--- config.mk ---
export PLATFORM = sky130hd
export DESIGN_NAME = multi_add_lat
export DESIGN_NICKNAME = d
export VERILOG_FILES = /design/src/rtl/multi_add_pkg.sv /design/src/rtl/multi_add_sum.sv /design/src/rtl/multi_add_clamp.sv /design/src/rtl/multi_add_delay.sv /design/src/rtl/multi_add_lat.sv
export SDC_FILE = /design/constraint.sdc
export NUM_CORES = 1
export LEC_CHECK = 0
export ABC_CLOCK_PERIOD_IN_PS = 800
export CORE_ASPECT_RATIO = 2
export CORE_MARGIN = 2
export CORE_UTILIZATION = 40
export CTS_BUF_LIST = sky130_fd_sc_hd__clkbuf_4
export DETAILED_ROUTE_END_ITERATION = 16
export HOLD_SLACK_MARGIN = 0.06
export SETUP_SLACK_MARGIN = 0.3
export SLEW_MARGIN = 30
export SYNTH_ARGS = -nofsm -noshare
export SYNTH_HDL_FRONTEND = slang
export SYNTH_SLANG_ARGS = --single-unit
--- constraint.sdc ---
create_clock -name clk_i -period 0.8 [get_ports clk_i]
set_clock_uncertainty 0.05 [all_clocks]
set_input_delay 0.12 -clock clk_i [delete_from_list [all_inputs] [get_ports clk_i]]
set_output_delay 0.12 -clock clk_i [all_outputs]
set_load 0.02 [all_outputs]
--- src/rtl/multi_add_pkg.sv ---
package multi_add_pkg;

  localparam int MAX_OPS = 3;

  typedef enum logic {
    RNG_UNSIGNED = 1'b0,
    RNG_SIGNED   = 1'b1
  } rng_kind_e;

  function automatic int stage_count(input int lat);
    return (lat < 1) ? 1 : lat;
  endfunction

  function automatic int guard_bits(input int nops);
    return (nops < 2) ? 1 : $clog2(nops);
  endfunction

endpackage

--- src/rtl/multi_add_sum.sv ---
module multi_add_sum
  import multi_add_pkg::*;
#(
  parameter int DATA_W = 32,
  parameter int NOPS   = MAX_OPS,
  localparam int GUARD = guard_bits(NOPS),
  localparam int SUM_W = DATA_W + GUARD
) (
  input  logic [NOPS-1:0][DATA_W-1:0] ops_i,
  input  logic [NOPS-1:0]             use_i,
  output logic signed [SUM_W-1:0]     sum_o
);

  logic signed [SUM_W-1:0] ext [NOPS];

  for (genvar g = 0; g < NOPS; g++) begin : g_ext
    assign ext[g] = use_i[g] ? {{GUARD{ops_i[g][DATA_W-1]}}, ops_i[g]} : '0;
  end

  always_comb begin
    sum_o = '0;
    for (int i = 0; i < NOPS; i++) sum_o = sum_o + ext[i];
  end

endmodule

--- src/rtl/multi_add_clamp.sv ---
module multi_add_clamp
  import multi_add_pkg::*;
#(
  parameter int DATA_W = 32,
  parameter int SUM_W  = 34,
  parameter int BITS_W = 5
) (
  input  logic signed [SUM_W-1:0] sum_i,
  input  logic                    lim_en_i,
  input  rng_kind_e               kind_i,
  input  logic [BITS_W-1:0]       bits_i,
  output logic [DATA_W-1:0]       res_o
);

  localparam logic signed [SUM_W-1:0] ONE     = 1;
  localparam logic signed [SUM_W-1:0] FULL_HI = (ONE <<< (DATA_W-1)) - ONE;
  localparam logic signed [SUM_W-1:0] FULL_LO = -(ONE <<< (DATA_W-1));

  logic [BITS_W-1:0]       n_eff;
  logic signed [SUM_W-1:0] hi, lo, res;

  always_comb begin
    n_eff = (bits_i == '0) ? BITS_W'(1) : bits_i;
    if (!lim_en_i) begin
      hi = FULL_HI;
      lo = FULL_LO;
    end else if (kind_i == RNG_SIGNED) begin
      hi = (ONE <<< (n_eff - BITS_W'(1))) - ONE;
      lo = -(ONE <<< (n_eff - BITS_W'(1)));
    end else begin
      hi = (ONE <<< n_eff) - ONE;
      lo = '0;
    end
    if (sum_i > hi)      res = hi;
    else if (sum_i < lo) res = lo;
    else                 res = sum_i;
    res_o = res[DATA_W-1:0];
  end

endmodule

--- src/rtl/multi_add_delay.sv ---
module multi_add_delay #(
  parameter int           W         = 32,
  parameter int           STAGES    = 1,
  parameter bit           TRIG_FALL = 1'b0,
  parameter logic [W-1:0] INIT      = '0
) (
  input  logic         clk_i,
  input  logic         rst_ni,
  input  logic [W-1:0] d_i,
  output logic [W-1:0] q_o
);

  logic         clk_act;
  logic [W-1:0] pipe_q [STAGES];

  // falling-edge variant: same flops on the inverted clock
  assign clk_act = clk_i ^ TRIG_FALL;

  always_ff @(posedge clk_act or negedge rst_ni) begin
    if (!rst_ni) begin
      for (int i = 0; i < STAGES; i++) pipe_q[i] <= INIT;
    end else begin
      pipe_q[0] <= d_i;
      for (int i = 1; i < STAGES; i++) pipe_q[i] <= pipe_q[i-1];
    end
  end

  assign q_o = pipe_q[STAGES-1];

  p_capture_r6: assert property (@(posedge clk_act) disable iff (!rst_ni)
    $past(rst_ni) |-> pipe_q[0] == $past(d_i));

  for (genvar g = 1; g < STAGES; g++) begin : g_adv
    p_advance_r6: assert property (@(posedge clk_act) disable iff (!rst_ni)
      $past(rst_ni) |-> pipe_q[g] == $past(pipe_q[g-1]));
  end

  // reset check: only meaningful while reset is held
  p_init_r8: assert property (@(posedge clk_act)
    !rst_ni |-> q_o == INIT);

endmodule

--- src/rtl/multi_add_lat.sv ---
module multi_add_lat
  import multi_add_pkg::*;
#(
  parameter int                DATA_W    = 32,
  parameter int                LATENCY   = 3,
  parameter bit                TRIG_FALL = 1'b0,
  parameter logic [DATA_W-1:0] INIT_VAL  = '0,
  localparam int BITS_W = $clog2(DATA_W),
  localparam int STAGES = stage_count(LATENCY),
  localparam int SUM_W  = DATA_W + guard_bits(MAX_OPS)
) (
  input  logic              clk_i,
  input  logic              rst_ni,
  input  logic              ops3_i,
  input  logic              lim_en_i,
  input  logic              lim_signed_i,
  input  logic [BITS_W-1:0] lim_bits_i,
  input  logic [DATA_W-1:0] op_a_i,
  input  logic [DATA_W-1:0] op_b_i,
  input  logic [DATA_W-1:0] op_c_i,
  output logic [DATA_W-1:0] sum_o
);

  logic [MAX_OPS-1:0][DATA_W-1:0] ops;
  logic [MAX_OPS-1:0]             use_ops;
  logic signed [SUM_W-1:0]        sum_w;
  logic [DATA_W-1:0]              clamp_w;

  assign ops     = {op_c_i, op_b_i, op_a_i};
  assign use_ops = {ops3_i, 1'b1, 1'b1};

  multi_add_sum #(.DATA_W(DATA_W), .NOPS(MAX_OPS)) u_sum (
    .ops_i (ops),
    .use_i (use_ops),
    .sum_o (sum_w)
  );

  multi_add_clamp #(.DATA_W(DATA_W), .SUM_W(SUM_W), .BITS_W(BITS_W)) u_clamp (
    .sum_i    (sum_w),
    .lim_en_i (lim_en_i),
    .kind_i   (rng_kind_e'(lim_signed_i)),
    .bits_i   (lim_bits_i),
    .res_o    (clamp_w)
  );

  multi_add_delay #(
    .W(DATA_W), .STAGES(STAGES), .TRIG_FALL(TRIG_FALL), .INIT(INIT_VAL)
  ) u_delay (
    .clk_i  (clk_i),
    .rst_ni (rst_ni),
    .d_i    (clamp_w),
    .q_o    (sum_o)
  );

  p_unsigned_floor_r4: assert property (@(posedge clk_i) disable iff (!rst_ni)
    (lim_en_i && !lim_signed_i && sum_w < 0) |-> clamp_w == '0);

  p_signed_neg_r5: assert property (@(posedge clk_i) disable iff (!rst_ni)
    (lim_en_i && lim_signed_i && sum_w < 0) |-> clamp_w[DATA_W-1]);

  p_full_pass_r3: assert property (@(posedge clk_i) disable iff (!rst_ni)
    (!lim_en_i && (sum_w[SUM_W-1:DATA_W-1] == '0 || sum_w[SUM_W-1:DATA_W-1] == '1))
      |-> clamp_w == sum_w[DATA_W-1:0]);

  p_full_sat_hi_r3: assert property (@(posedge clk_i) disable iff (!rst_ni)
    (!lim_en_i && !sum_w[SUM_W-1] && sum_w[SUM_W-2:DATA_W-1] != '0)
      |-> clamp_w == {1'b0, {(DATA_W-1){1'b1}}});

endmodule

==> results.sh <==
export IMPL_status="finished, violations left"
export IMPL_violations="negative setup slack"
export IMPL_syn_inst=992
export IMPL_final_cell_count_no_fill=1640
export IMPL_p_leak_nw=6.05
export IMPL_grt_pass1_wl_mm=47.4
export IMPL_critical_path_max_stage_delay_ns=0.47
export IMPL_placed_cells=1596
export IMPL_numCtsBuffers=9
export IMPL_htree_levels=3
export IMPL_dieArea_um2=23400
export IMPL_drt_pass1_iter_count=7
export IMPL_routedWlPerCell_um=18.9
export IMPL_io_buffers=137
export IMPL_io_pins=138
export IMPL_multi_input_area_um2=6560
export IMPL_hold_viol_final=0
export IMPL_cp_end_kind="flip-flop"
export IMPL_netlist_area_um2=8860
export IMPL_startpoint_type="primary input"
export IMPL_drt_antenna_violating_nets=0
export IMPL_synth_ff_type="dfrtp_1"
export IMPL_timing_fmax_mhz=202
export IMPL_p_seq_frac=0.220
export IMPL_core_um2=22000
export IMPL_postRouteWirelength_mm=30.9
export IMPL_max_cap_violations=0
export IMPL_period_share=6.20
export IMPL_grt_pass1_vias=9367
export IMPL_fillers=1960
export IMPL_hold_slack_ns=0.102
export IMPL_slowest_stage="fa_1"
export IMPL_yosysWarningCount=0
export IMPL_min_period_ns=4.96
export IMPL_clock_root_buffer="clkbuf_4"
export IMPL_tns_ns=-141.46
export IMPL_clock_sinks=96
export IMPL_timing_final_ws_setup_ns=-4.16
export IMPL_arrival_ns=5.27
export IMPL_power_switching_mw=14.8
export IMPL_grt_total_usage=0.265
export IMPL_yosysUniqueCellTypes=86
export IMPL_drc_errors=0
export IMPL_synthArstFlopShare=1.00
export IMPL_drt_initial_drc_count=328
export IMPL_grt_max_degree=45
export IMPL_maxSlewViolCount=0
export IMPL_hold_class="primary input to async pin"
export IMPL_avgViaCountPerCell=5.47
export IMPL_slew_headroom=0.536
export IMPL_fp_dieH_um=214
export IMPL_hpwlAfterDp_mm=23.8
export IMPL_clk_latency_ns=0.47
export IMPL_p_clk_frac=0.074
export IMPL_p_sw_frac=0.408
export IMPL_rsz0062_at_grt="yes"
export IMPL_intPower_mw=21.5
export IMPL_worstMarginPinSlew_ns=0.688
export IMPL_antenna_found_initial=1
export IMPL_clock_path_buffers=2
export IMPL_synth_edff_count=0
export IMPL_rows=77
export IMPL_power_density_nw_per_um2=2690
export IMPL_crit_top_cell="buf_12"
export IMPL_initial_core_util=0.403
export IMPL_cp_required_ns=1.11
export IMPL_path_delay_family="compound AO/OA/AOI/OAI gates"
export IMPL_worstPathMaxFanout=8
export IMPL_seq_area_um2=2400
export IMPL_syn_area_per_cell_um2=8.93
export IMPL_critPathBufInv=6
export IMPL_irDropWorstVdd_uv=2100
export IMPL_finalNetCount=1598
export IMPL_die_w_um=109
export IMPL_path_clk_slew_ns=0.14
export IMPL_gp_congestion=0.972
export IMPL_combPwrFrac=0.707
export IMPL_drive_above_1_share=0.353
export IMPL_dr_total_vias=8974
export IMPL_cts_tree="built"
export IMPL_path_class="primary input to flip-flop"
export IMPL_grt_overflow=0
export IMPL_syn2layout_area_growth_pct=52.5
export IMPL_fin_util=0.615
export IMPL_preCtsSetupSlack_ns=-5.12
export IMPL_ys_seq_elements=96
export IMPL_setup_viol=94
export IMPL_yosysSeqAreaShare=0.271
## metal layers
layer	vias up	GRT usage	part of all wire
li1	4259	-	-
met1	4251	0.261	0.33
met2	337	0.492	0.54
met3	127	0.0201	0.040
met4	0	0.202	0.095
met5	-	0	0
## power by group through the flow
stage	logic, mW	clock network [mW]	registers, mW
final	25.7	2.67	7.99
after CTS	23.5	2.78	8.05
after global routing	27.4	3.00	8.23
after global placement	19.2	0	7.87
after detailed placement	19.4	0	8.03
after floorplan	12.6	0	7.84
## synthesized netlist by cell type (7+ instances only)
master    count  area, µm²
o211ai_1     10       75.1
and2_1       54        338
o31ai_1       7       52.6
fa_1         33        661
a21o_1       21        158
mux2i_1      12        120
inv_1        24       90.1
clkbuf_1     34        128
xor2_1       13        114
o21a_1       11       82.6
nand3_1      23        115
nand2b_1      9       56.3
buf_4        36        270
nand2_1      71        267
a31oi_1      13       81.3
a211oi_1      8       60.1
xnor2_1      26        228
ha_1        101       1260
dfrtp_1      96       2400
o21ai_0      68        340
a22oi_1       7       52.6
nand4_1      16        100
nor2_1       91        342
and3_1        8       50.1
a21oi_1      68        340
nor3_1       14       70.1
## cells by family after synthesis
logic type / count (synthesis) / synth area share
multiplexers: 16 / 0.0186
adder cells (fa/ha/maj): 134 / 0.217
buffers and inverters: 108 / 0.0637
AO/OA/AOI/OAI: 271 / 0.203
AND/OR/NAND/NOR: 327 / 0.187
flip-flops: 96 / 0.271
other: 1 / 0.000423
XOR/XNOR: 39 / 0.0386
## placed cells by master, fill, tap and decap left out, drive strengths merged, types with 10 or more instances in the layout
cell and count:
nand2 71, inv 27, xor2 13, and2 55, clkbuf 13, a21oi 72, nand4 16, ha 101
o21ai 71, dfrtp 96, o211ai 10, o21a 12, a31oi 13, xnor2 26, dlygate4sd2 18, a211oi 10
fa 33, clkdlybuf4s50 84, a21o 23, buf 330, nor3 14, nand3 23, mux2i 12, nor2 93
## worst paths after layout
kind                       cells after the start            endpoint               start  slack [ns]
setup reg to reg                               0  u_delay.pipe_q[41]  u_delay.pipe_q[73]        0.21
min in group clk_i                             5  u_delay.pipe_q[64]           op_c_i[0]        0.30
max in group asynchronous                      3     u_delay.q_o[31]              rst_ni       -0.02
setup / recovery                              27  u_delay.pipe_q[88]              ops3_i       -4.16
hold / removal                                 2     u_delay.q_o[11]              rst_ni        0.10
hold reg to reg                                0      u_delay.q_o[2]  u_delay.pipe_q[34]        0.31
## what timing repair did
item	CTS	global route
hold buffers	1	1
cloned	8	3
setup endpoints to repair	128	224
pin swaps	47	27
endpoints found under the hold margin	96	96
setup buffers	10	5
gates resized for setup	308	47
## layout make-up
type                       count  area share
inverter                      26     0.00760
multi-input combinational    789       0.486
tap                          276      0.0256
clock inverter                 5     0.00482
sequential                    96       0.178
timing repair buffer         436       0.292
antenna                        1    0.000185
clock buffer                  11     0.00612
## sequential cells by signal (all words and copies together) (netlist names)
name,cells
u_delay.pipe_q,64
u_delay.q_o,32
## through the flow
step | instance area, µm² | total power [mW]
floorplan | 9100 | 20.5
global placement | 12300 | 27.1
detailed placement | 12300 | 27.4
CTS | 13200 | 34.3
global route | 13500 | 38.6
finish | 13500 | 36.4
No activity file was read; power rests on OpenSTA's default activity.
